## src/rtl/clk_cfg_pkg.sv

```systemverilog
package clk_cfg_pkg;

  // Synchronised bus events, one system clock wide each
  typedef struct packed {
    logic start;
    logic stop;
    logic sclRise;
    logic sclFall;
  } busEvt_t;

  // Strobes from the control to the datapath
  typedef struct packed {
    logic shiftEn;
    logic regWrEn;
  } ctrlStrobe_t;

endpackage

```

## src/rtl/clk_cfg_dp.sv

```systemverilog
module clk_cfg_dp
  import clk_cfg_pkg::*;
#(
  parameter logic [7:0] SLAVE_ADDR = 8'hD2,
  parameter int NUM_REGS = 6,
  parameter int CNT_W = 4,
  parameter logic [8*NUM_REGS-1:0] REG_RESET = '0
) (
  input  logic                  clk,
  input  logic                  rstN,
  input  logic                  sdaIn,
  input  logic                  sclIn,
  input  ctrlStrobe_t           strobe,
  input  logic [CNT_W-1:0]      wrIdx,
  output busEvt_t               evt,
  output logic                  addrMatch,
  output logic [8*NUM_REGS-1:0] cfgRegs
);

  logic [1:0] sdaSync, sclSync;
  logic sdaD, sclD;
  logic sdaS, sclS;
  logic [7:0] shiftReg;
  logic [7:0] newByte;

  assign sdaS = sdaSync[1];
  assign sclS = sclSync[1];

  always_ff @(posedge clk or negedge rstN) begin
    if (!rstN) begin
      sdaSync <= 2'b11;
      sclSync <= 2'b11;
      sdaD    <= 1'b1;
      sclD    <= 1'b1;
    end else begin
      sdaSync <= {sdaSync[0], sdaIn};
      sclSync <= {sclSync[0], sclIn};
      sdaD    <= sdaS;
      sclD    <= sclS;
    end
  end

  always_comb begin
    evt.start   = sclS & sclD & sdaD & ~sdaS;
    evt.stop    = sclS & sclD & ~sdaD & sdaS;
    evt.sclRise = sclS & ~sclD;
    evt.sclFall = ~sclS & sclD;
  end

  // The byte as it stands once the incoming bit is appended
  assign newByte   = {shiftReg[6:0], sdaS};
  assign addrMatch = (newByte == SLAVE_ADDR);

  always_ff @(posedge clk or negedge rstN) begin
    if (!rstN) shiftReg <= '0;
    else if (strobe.shiftEn) shiftReg <= newByte;
  end

  for (genvar k = 0; k < NUM_REGS; k++) begin : g_reg
    logic [7:0] regQ;
    always_ff @(posedge clk or negedge rstN) begin
      if (!rstN) regQ <= REG_RESET[8*k +: 8];
      else if (strobe.regWrEn && wrIdx == CNT_W'(k)) regQ <= newByte;
    end
    assign cfgRegs[8*k +: 8] = regQ;
  end

endmodule

```

## src/rtl/clk_cfg_ctrl.sv

```systemverilog
module clk_cfg_ctrl
  import clk_cfg_pkg::*;
#(
  parameter int FRAME_BYTES = 11,
  parameter int HDR_BYTES = 3,
  parameter int NUM_REGS = 6,
  parameter int CNT_W = 4
) (
  input  logic             clk,
  input  logic             rstN,
  input  busEvt_t          evt,
  input  logic             addrMatch,
  output ctrlStrobe_t      strobe,
  output logic [CNT_W-1:0] wrIdx,
  output logic [CNT_W-1:0] byteCnt,
  output logic [3:0]       bitCnt,
  output logic             addrOk,
  output logic             ackOn
);

  localparam logic [CNT_W-1:0] FRAME_END = CNT_W'(FRAME_BYTES);
  localparam logic [CNT_W-1:0] REG_FIRST = CNT_W'(HDR_BYTES);
  localparam logic [CNT_W-1:0] REG_LAST  = CNT_W'(HDR_BYTES + NUM_REGS - 1);

  logic active;
  logic inFrame;
  logic lastBit;

  assign inFrame = active && (byteCnt < FRAME_END);
  assign lastBit = (bitCnt == 4'd7);
  assign wrIdx   = byteCnt - REG_FIRST;

  always_comb begin
    strobe.shiftEn = inFrame && evt.sclRise && (bitCnt < 4'd8);
    strobe.regWrEn = strobe.shiftEn && lastBit && addrOk &&
                     (byteCnt >= REG_FIRST) && (byteCnt <= REG_LAST);
  end

  always_ff @(posedge clk or negedge rstN) begin
    if (!rstN) begin
      active  <= 1'b0;
      bitCnt  <= '0;
      byteCnt <= '0;
      addrOk  <= 1'b0;
      ackOn   <= 1'b0;
    end else if (evt.start) begin
      active  <= 1'b1;
      bitCnt  <= '0;
      byteCnt <= '0;
      addrOk  <= 1'b0;
      ackOn   <= 1'b0;
    end else if (evt.stop) begin
      active  <= 1'b0;
      bitCnt  <= '0;
      byteCnt <= '0;
      addrOk  <= 1'b0;
      ackOn   <= 1'b0;
    end else if (active) begin
      if (inFrame && evt.sclRise) begin
        if (bitCnt == 4'd8) begin
          bitCnt  <= '0;
          byteCnt <= byteCnt + 1'b1;
        end else begin
          bitCnt <= bitCnt + 1'b1;
          if (lastBit && byteCnt == '0) addrOk <= addrMatch;
        end
      end
      if (evt.sclFall)
        ackOn <= (bitCnt == 4'd8) && addrOk && (byteCnt < FRAME_END);
    end
  end

endmodule

```

## src/rtl/clk_cfg_rx.sv

```systemverilog
module clk_cfg_rx
  import clk_cfg_pkg::*;
#(
  parameter logic [7:0] SLAVE_ADDR = 8'hD2,
  parameter int FRAME_BYTES = 11,
  parameter int HDR_BYTES = 3,
  parameter int NUM_REGS = 6,
  parameter logic [8*NUM_REGS-1:0] REG_RESET = 48'h81_0F_3C_A5_00_FF
) (
  input  logic                  clk,
  input  logic                  rstN,
  input  logic                  sdaIn,
  input  logic                  sclIn,
  output logic                  sdaPullLow,
  output logic [8*NUM_REGS-1:0] cfgRegs
);

  localparam int CNT_W = $clog2(FRAME_BYTES + 1);

  busEvt_t          evt;
  ctrlStrobe_t      strobe;
  logic [CNT_W-1:0] wrIdx;
  logic [CNT_W-1:0] byteCnt;
  logic [3:0]       bitCnt;
  logic             addrOk;
  logic             addrMatch;

  clk_cfg_dp #(
    .SLAVE_ADDR(SLAVE_ADDR), .NUM_REGS(NUM_REGS), .CNT_W(CNT_W), .REG_RESET(REG_RESET)
  ) u_dp (
    .clk(clk), .rstN(rstN), .sdaIn(sdaIn), .sclIn(sclIn), .strobe(strobe),
    .wrIdx(wrIdx), .evt(evt), .addrMatch(addrMatch), .cfgRegs(cfgRegs)
  );

  clk_cfg_ctrl #(
    .FRAME_BYTES(FRAME_BYTES), .HDR_BYTES(HDR_BYTES), .NUM_REGS(NUM_REGS), .CNT_W(CNT_W)
  ) u_ctrl (
    .clk(clk), .rstN(rstN), .evt(evt), .addrMatch(addrMatch), .strobe(strobe),
    .wrIdx(wrIdx), .byteCnt(byteCnt), .bitCnt(bitCnt), .addrOk(addrOk), .ackOn(sdaPullLow)
  );

endmodule

```

## config.mk

```make
export PLATFORM = sky130hd
export DESIGN_NAME = clk_cfg_rx
export DESIGN_NICKNAME = d
export VERILOG_FILES = /design/src/rtl/clk_cfg_pkg.sv /design/src/rtl/clk_cfg_dp.sv /design/src/rtl/clk_cfg_ctrl.sv /design/src/rtl/clk_cfg_rx.sv
export SDC_FILE = /design/constraint.sdc
export NUM_CORES = 1
export LEC_CHECK = 0
export ABC_AREA = 0
export BUFFER_PORTS_ARGS = -buffer_cell sky130_fd_sc_hd__buf_2
export CORE_UTILIZATION = 50
export DETAILED_ROUTE_END_ITERATION = 12
export GPL_ROUTABILITY_DRIVEN = 0
export PLACE_DENSITY_LB_ADDON = 0.1
export SYNTH_ARGS = -nofsm -noshare
export SYNTH_HDL_FRONTEND = slang
export SYNTH_SLANG_ARGS = --single-unit
```

## constraint.sdc

```tcl
create_clock -name clk -period 2.5 [get_ports clk]
set_input_delay 0.125 -clock clk [delete_from_list [all_inputs] [get_ports clk]]
set_output_delay 0.125 -clock clk [all_outputs]
set_load 0.005 [all_outputs]
```

; ---- Word level (Yosys, flattened, before mapping)
; Index checks and enable logic that the tools add are counted.
; Widths: inputs -> output; s select.
[word_totals]
register_bits = 72
out_inout_bits = 49
elab_cells = 93
[op_classes]
n_addsub = 3
n_lt_le_gt_ge = 4
eq_ne = 9
n_mux = 22
n_bitwise = 11
reduce_logical = 28
[op_table]
columns = cell, n
row1 = $mux 4, 10
row2 = $logic_and 1x1->1, 16
row3 = $reduce_bool 3->1, 5
row4 = $eq 4x3->1 const B, 3
row5 = $mux 1, 12
row6 = $add 4x1->4 const B, 2
row7 = $eq 4x2->1 const B, 2
row8 = $eq 8x8->1 const B, 1
row9 = $logic_not 4->1, 2
row10 = $lt 4x4->1 const B, 2
row11 = $and 1x1->1, 7
row12 = $eq 4x1->1 const B, 1
row13 = $eq 4x4->1 const B, 1
row14 = $ge 4x2->1 const B, 1
row15 = $le 4x4->1 const B, 1
row16 = $not 1->1, 4
row17 = $reduce_and 2->1, 2
row18 = $reduce_and 4->1, 1
row19 = $sub 4x2->4 const B, 1
row20 = $ne 3x3->1 const B, 1
row21 = $reduce_and 3->1, 1
row22 = $reduce_bool 2->1, 1

; ---- Depth between registers and ports, before layout
; Gate-level depths: netlist of run 1.
[logic_depth]
ltp_word = 9
mapped_depth = 6
depth_no_buf = 6

; ---- Hierarchy
; A second synthesis of run 1 with hierarchy kept.
[unflattened]
hier_cells = 214
hier_area_um2 = 3145.5
[modules_own_cells]
columns = module, n_inst, cells_each, area_per_inst_um2, seq_area_each_um2
row1 = clk_cfg_dp, 1, 137, 2391.0, 1561.5
row2 = clk_cfg_ctrl, 1, 77, 754.5, 275.3

; ---- Least setup slack after synthesis of run 1
; No wires, ideal clock.
[synth_path]
path_kind = register to register
from = register u_ctrl.byteCnt[0]
to = register u_dp.g_reg[1].regQ[0]
arrival_time_ps = 2348
t_required_ps = 2375
path_slack_ps = 28
stages_incl_launch_ff = 7
n_path_buf = 0
period_less_slack_ps = 2472
path_cell_list = dfrtp_1 > inv_1 > ha_1 > nand2b_4 > a2111oi_4 > o2111ai_4 > mux2_2
[synth_via]
elab_chain_cells = 9
word_cells_on_any_way = 13
cone_classes = add/sub (1) / order compare (3) / eq/ne (1) / reduce/logical (8)
[synth_rtl]
columns = element, line_no
row1 = from (decl), clk_cfg_ctrl.sv:15  ; output logic [CNT_W-1:0] byteCnt,
row2 = from (signal assigned), clk_cfg_ctrl.sv:62  ; byteCnt <= byteCnt + 1'b1;
row3 = $lt 4x4->1, clk_cfg_ctrl.sv:29  ; assign inFrame = active && (byteCnt < FRAME_END);
row4 = $logic_and 1x1->1, clk_cfg_ctrl.sv:29
row5 = $logic_and 1x1->1 (2 in a row), clk_cfg_ctrl.sv:34  ; strobe.shiftEn = inFrame && evt.sclRise && (bitCnt < 4'd8);
row6 = $logic_and 1x1->1 (3 in a row), clk_cfg_ctrl.sv:35  ; strobe.regWrEn = strobe.shiftEn && lastBit && addrOk &&
row7 = $logic_and 1x1->1, clk_cfg_ctrl.sv:36  ; (byteCnt >= REG_FIRST) && (byteCnt <= REG_LAST);
row8 = $logic_and 1x1->1 *, clk_cfg_dp.sv:63  ; else if (strobe.regWrEn && wrIdx == CNT_W'(k)) regQ <= newByte;
row9 = to (signal assigned), clk_cfg_dp.sv:62  ; if (!rstN) regQ <= REG_RESET[8*k +: 8];
row10 = to (signal assigned), clk_cfg_dp.sv:63
row11 = to (decl), clk_cfg_dp.sv:60  ; logic [7:0] regQ;
; Mark *: on every way between the ends. The rest lies on a longest branch, timed or not.
; A chain may end at the register's enable or synchronous reset.

; ---- Worst setup path in the final report of run 1
[layout_path]
from = register u_ctrl.byteCnt[0]
to = register u_dp.g_reg[1].regQ[2]
; The elaborated chain is that of the path after synthesis.

==> impl_metrics.toml, run 1 <==
[placed_design]
place_inst = 347
dpl.hpwl_um = 4010
numPortBuffers = 52

[power]
switching_share_pct = 23.5
powerDensity_nw_per_um2 = 592
pwr-share-comb_pct = 3.4
p_int_mw = 1.72
vdd_drop_max_mv = 0.310
power.leakage_nw = 1.85
switching_power_uw = 527
pwr-share-clk_pct = 40.7
p_seq_share_pct = 56.0

[cts]
cts_resized = 0
cts_max_level = 3
clk_pin_slew_worst_paths_ns = 0.08
clock_tree.buffer_depth = 2
cts_tree = "done"
cts-buffers-inserted = 9
clkSinkCount = 72
cts_root_buf = "clkbuf_8"
cts_setup_buffers = 0
clock_latency_ns = 0.34

[sta]
skew_ns = 0.00657
hold_viol = 10
maxSlewHeadroom_pct = 19.9
min_period_over_period_pct = 95.5
fmax_mhz = 419
fin_tns_setup_ns = 0
tightest_slew_ns = 1.20
slew_violations = 0
setup-violations-final = 0
rsz0062_at_grt = "false"
holdWs_ns = -0.00778
min_period_ns = 2.39

[global_route]
use_met1_pct = 29.9
antenna_found_initial = 0
grt_first_pass_wirelength_um = 9750
grtUsageTotal_pct = 20.3
grt_util_met3_pct = 5.78
grt_max_degree = 73
top_usage_layer = "met1"
gr-total-overflow = 0
grt_pass1_vias = 1892
use_met2_pct = 28.2

[critical_path]
cpMaxStageDelayCell = "nor3b_1"
worst_setup_path_start_kind = "flip-flop"
path_cells = "ha_1 -> nor3b_1 -> o2111ai_4 -> mux2_2"
rr_worst_depth = 4
worst_ep_arrival_time_ns = 2.61
path_buf_inv = 0
r2r_start = "u_ctrl.byteCnt[0]"
reg2reg_slack_ns = 0.11
critPathCaptureType = "flip-flop"
cp_slowest_stage_delay_ns = 0.97
crit_fanout = 8
cp_top_family = "simple AND/OR/NAND/NOR gates"
reg2reg_to = "u_dp.g_reg[1].regQ[2]"
path_class = "flip-flop to flip-flop"
crit_required_ns = 2.72

[floorplan]
dieArea_sq_um = 6680
core-area_sq_um = 6030
initial_core_util_pct = 52.7
fp.dieH_um = 81.7
die_x_um = 81.7
rows = 28
ioPinCount = 53

[synthesis]
syn_nets = 226
ys_seq_elements = 72
synth_edf_count = 0
yosysSeqAreaShare_pct = 57.8
syn_avg_cell_area_sq_um = 14.8
syn_area_sq_um = 3180
async_flop_share_pct = 100
synth_warnings = 0
synth-main-ff-cell = "dfrtp_1"
syn_inst = 215
synth_cell_types = 36

[detailed_routing]
post_drt_wl_per_cell_um = 16.4
dr.pass1.iters = 4
vias_per_cell = 5.31
drt_iter0_drc = 64
wirelength_um = 6000
postRouteAntennaNets = 0
vias = 1939
drc = 0

[finish]
final_common_cell = "mux2_2"
mostFrequentLayoutCells = "55 x mux2_2, 52 x buf_2, 44 x dfrtp_1"
multi_input_area_sq_um = 1300
antennaDiodeCount = 0
syn_to_final_growth_pct = 19.4
layout-drive-gt1-share_pct = 58.6
final_cells = 365
final_nets = 296
regArea_sq_um = 1840
final.fill_count = 492

[outcome]
violations = "hold timing"
outcome = "finished, violations left"

[hold_path]
worstHoldPathType = "input pin to async pin"

[run]
maxCapViolCount = 0
-- power groups by stage --
| stage | clock network [mW] | registers [mW] | logic, mW |
|---|---|---|---|
| CTS | 0.928 | 1.26 | 0.0782 |
| finish | 0.912 | 1.26 | 0.0760 |
| detailed placement | 0 | 1.28 | 0.0758 |
| global placement | 0 | 1.27 | 0.0728 |
| floorplan | 0 | 1.25 | 0.0445 |
| global route | 0.996 | 1.26 | 0.0870 |
-- metrics by stage --
stage | util (%) | hold WS (ns) | instance area, sq um | worst slack (ns) | power (mW)
CTS | 63.0 | 0.0146 | 3790 | 0.0866 | 2.26
global placement | 59.3 | 0.231 | 3580 | 0.123 | 1.35
detailed placement | 59.3 | 0.231 | 3580 | 0.0880 | 1.35
finish | 63.0 | -0.00778 | 3790 | 0.112 | 2.24
floorplan | - | -0.171 | 3180 | 0.0276 | 1.30
global route | 63.0 | 0.0619 | 3790 | 0.0176 | 2.35
-- repair_timing --
| item | CTS | global route |
|---|---|---|
| endpoints found under the hold margin | 2 | 0 |
| hold buffers | 2 | 0 |
| endpoints found under the setup margin | 0 | 0 |
-- cells by family after synthesis --
family	count (synthesis)	synth area share, %
xor gates and xnor gates	3	0.827
and+or+nand+nor	45	8.19
muxes	58	20.4
buffers and inverters	9	1.34
adders and majority gates	7	2.76
DFF	72	57.8
AOI/OAI and AO/OA	21	8.66
-- how the worst max path moves through the flow --
stage               cells past startpoint                     to         startpoint
finish                                  4  u_dp.g_reg[1].regQ[2]  u_ctrl.byteCnt[0]
CTS                                     4  u_dp.g_reg[1].regQ[2]  u_ctrl.byteCnt[0]
global placement                        4  u_dp.g_reg[1].regQ[5]  u_ctrl.byteCnt[0]
detailed placement                      4  u_dp.g_reg[1].regQ[2]  u_ctrl.byteCnt[0]
floorplan                               6  u_dp.g_reg[1].regQ[0]  u_ctrl.byteCnt[0]
global route                            4  u_dp.g_reg[1].regQ[2]  u_ctrl.byteCnt[0]
-- registers in the layout (all words and copies together), names as in the netlist, 2 cells and up --
register        cells
u_ctrl.byteCnt      4
u_ctrl.bitCnt       4
u_dp.sdaSync        2
u_dp.shiftReg       7
u_dp.sclSync        2
u_dp.g.regQ        48
-- worst register-to-register path: stages, from the launching register on --
cell and delay [ns]:
dfrtp_1 0.38, ha_1 0.21, nor3b_1 0.97, o2111ai_4 0.34, mux2_2 0.38
-- area by class of cell --
type                       count  share of cell area, %
sequential                    72                   48.4
multi-input combinational    134                   34.2
timing repair buffer          63                   9.17
clock buffer                  11                   3.73
tap                           75                   2.47
clock inverter                 5                   1.48
inverter                       5                  0.495
-- routing by layer --
layer  vias up  routed length (um)
li1        921                   -
met1       962                3060
met2        52                2620
met3         4                 281
met4         0                  46
met5         -                   0
-- cell usage after synthesis (2+ instances only) --
library cell	number	area (sq um)
a21oi_1	6	30.0
dfrtp_1	44	1100
nand3_1	3	15.0
xnor2_1	2	17.5
o21ai_0	3	15.0
nor3_1	2	10.0
nor4_1	3	18.8
dfstp_2	28	736
nand2b_1	3	18.8
mux2i_1	3	30.0
nor2_1	13	48.8
o2111ai_4	6	158
clkbuf_1	2	7.51
mux2_2	55	619
nand2_1	8	30.0
inv_1	5	18.8
nand3b_1	4	30.0
ha_1	7	87.6
Power figures use the tool's default switching activity.
==> run 2: changes to the inputs <==
==> constraint.sdc (replaced) <==
create_clock -name clk -period 2.5 [get_ports clk]
set_input_delay 0.375 -clock clk [delete_from_list [all_inputs] [get_ports clk]]
set_output_delay 0.375 -clock clk [all_outputs]
set_load 0.005 [all_outputs]
==> run 2 against run 1 <==
- the flow now finishes without violations
- combinational power is 2% higher
- total power is 5.0% higher
- register-to-register slack better by 0.10 ns
- clock power is 12% higher
- clock skew hardly changed
- global-route usage is 0.10 points lower
- core utilization is 0.37 points higher
- via count is 1.4% higher
- critical path depth stayed put
- critical endpoint is now u_dp.g_reg[1].regQ[1]
- largest power group unchanged
- highest routed layer unchanged
==> impl_metrics.toml, run 2 (synthesis results as in run 1) <==
[outcome]
outcome = "finished clean"

[sta]
setup-violations-final = 0
min_period_ns = 2.29
hold_viol = 0
fmax_mhz = 437
slew_violations = 0
min_period_over_period_pct = 91.4
skew_ns = 0.00674
tightest_slew_ns = 0.827
fin_tns_setup_ns = 0
rsz0062_at_grt = "false"
maxSlewHeadroom_pct = 44.9

[global_route]
use_met2_pct = 27.5
grtUsageTotal_pct = 20.2
grt_pass1_vias = 1840
grt_max_degree = 32
grt_util_met3_pct = 3.56
top_usage_layer = "met1"
antenna_found_initial = 0
gr-total-overflow = 0
grt_first_pass_wirelength_um = 9590
use_met1_pct = 30.0

[critical_path]
path_buf_inv = 0
worst_ep_arrival_time_ns = 2.51
r2r_start = "u_ctrl.byteCnt[3]"
reg2reg_slack_ns = 0.21
cp_slowest_stage_delay_ns = 0.64
rr_worst_depth = 4
crit_fanout = 10
critPathCaptureType = "flip-flop"
reg2reg_to = "u_dp.g_reg[1].regQ[1]"
cpMaxStageDelayCell = "a21oi_1"
path_class = "flip-flop to flip-flop"
cp_top_family = "compound AO/OA/AOI/OAI gates"
crit_required_ns = 2.73
path_cells = "a21bo_2 -> a21oi_1 -> o2111ai_4 -> mux2_2"
worst_setup_path_start_kind = "flip-flop"

[run]
maxCapViolCount = 0

[cts]
hold_buffers = 0
cts_tree = "done"
cts_setup_buffers = 0
cts_root_buf = "clkbuf_8"
clkSinkCount = 72
clock_tree.buffer_depth = 2
clock_latency_ns = 0.35
cts_resized = 0
cts-buffers-inserted = 9
clk_pin_slew_worst_paths_ns = 0.08
cts_max_level = 3

[detailed_routing]
vias = 1966
vias_per_cell = 5.42
wirelength_um = 6150
postRouteAntennaNets = 0
dr.pass1.iters = 4
post_drt_wl_per_cell_um = 17.0
drc = 0
drt_iter0_drc = 61

[floorplan]
fp.dieH_um = 81.7
rows = 28
dieArea_sq_um = 6680
core-area_sq_um = 6030
die_x_um = 81.7
initial_core_util_pct = 52.7
ioPinCount = 53

[power]
finalPower_mw = 2.36
power.leakage_nw = 1.86
powerDensity_nw_per_um2 = 618
vdd_drop_max_mv = 0.429

[finish]
mostFrequentLayoutCells = "55 x mux2_2, 52 x buf_2, 44 x dfrtp_1"
final_common_cell = "mux2_2"
syn_to_final_growth_pct = 20.1
top_regs = "u_dp.g.regQ (48), u_dp.shiftReg (7)"
final.fill_count = 484
max_flop_register = "u_dp.g.regQ"
largest_reg_flops = 48
layout-drive-gt1-share_pct = 59.4
final_nets = 294
antennaDiodeCount = 0

[placed_design]
dpl.hpwl_um = 4140
numPortBuffers = 52

[hold_path]
worstHoldPathType = "input pin to async pin"
[run 2: cell types whose count changed in the layout (fill, tap and decap cells not counted)]
| cell | previous run | this run |
|---|---|---|
| dlygate4sd3_1 | 2 | 0 |
| buf_12 | 0 | 1 |
| buf_4 | 9 | 8 |
| bufinv_16 | 1 | 2 |
| clkinv_2 | 2 | 1 |
| nor3b_1 | 1 | 0 |
| nor3b_2 | 0 | 1 |
[run 2: cell type report]
cell class                 count  area, sq um  share of cell area [%]
clock buffer                  11          141                    3.70
tap                           75         93.8                    2.46
sequential                    72         1840                    48.1
clock inverter                 5         81.3                    2.13
inverter                       5         18.8                   0.492
timing repair buffer          61          340                    8.92
multi-input combinational    134         1300                    34.2
[run 2: worst max path at each step]
stage / start / to / slack [ns] / depth (start not counted)
final: u_ctrl.byteCnt[3] / u_dp.g_reg[1].regQ[1] / 0.21 / 4
after global routing: u_ctrl.byteCnt[3] / u_dp.g_reg[1].regQ[2] / 0.09 / 4
after CTS: u_ctrl.byteCnt[0] / u_dp.g_reg[1].regQ[3] / 0.09 / 4
after detailed placement: u_ctrl.byteCnt[0] / u_dp.g_reg[1].regQ[4] / 0.11 / 4
after global placement: u_ctrl.byteCnt[0] / u_dp.g_reg[1].regQ[7] / 0.15 / 4
after floorplan: u_ctrl.byteCnt[0] / u_dp.g_reg[1].regQ[0] / 0.03 / 6
[run 2: layer usage]
metal / vias up / routed length, um / share of wire [%]
met2: 55 / 2660 / 43
met3: 9 / 231 / 3.8
li1: 921 / - / -
met1: 981 / 3140 / 51
met5: - / 0 / 0
met4: 0 / 119 / 1.9
[run 2: power breakdown]
| part | internal, mW | leakage (nW) | switching (mW) | total, mW |
|---|---|---|---|---|
| Clock | 0.589 | 0.110 | 0.432 | 1.02 |
| Sequential | 1.20 | 0.900 | 0.0605 | 1.26 |
| Combinational | 0.0337 | 0.848 | 0.0437 | 0.0774 |
| Total | 1.82 | 1.86 | 0.536 | 2.36 |
[run 2: per-stage QoR]
stage	utilization, %	setup slack [ns]	hold WS (ns)	instances	cell area, sq um
floorplan	-	0.0276	0.0794	215	3180
global placement	59.6	0.149	0.346	347	3590
detailed placement	59.6	0.108	0.347	347	3590
CTS	63.2	0.0947	0.0531	363	3810
global route	63.3	0.0935	0.0959	363	3820
finish	63.3	0.214	0.0530	363	3820
[run 2: worst reg2reg max path: cells and delay by family, from the launching register on]
kind / cells / cell delay (ns)
AO/OA/AOI/OAI: 3 / 1.26
flip-flops: 1 / 0.55
multiplexers: 1 / 0.36
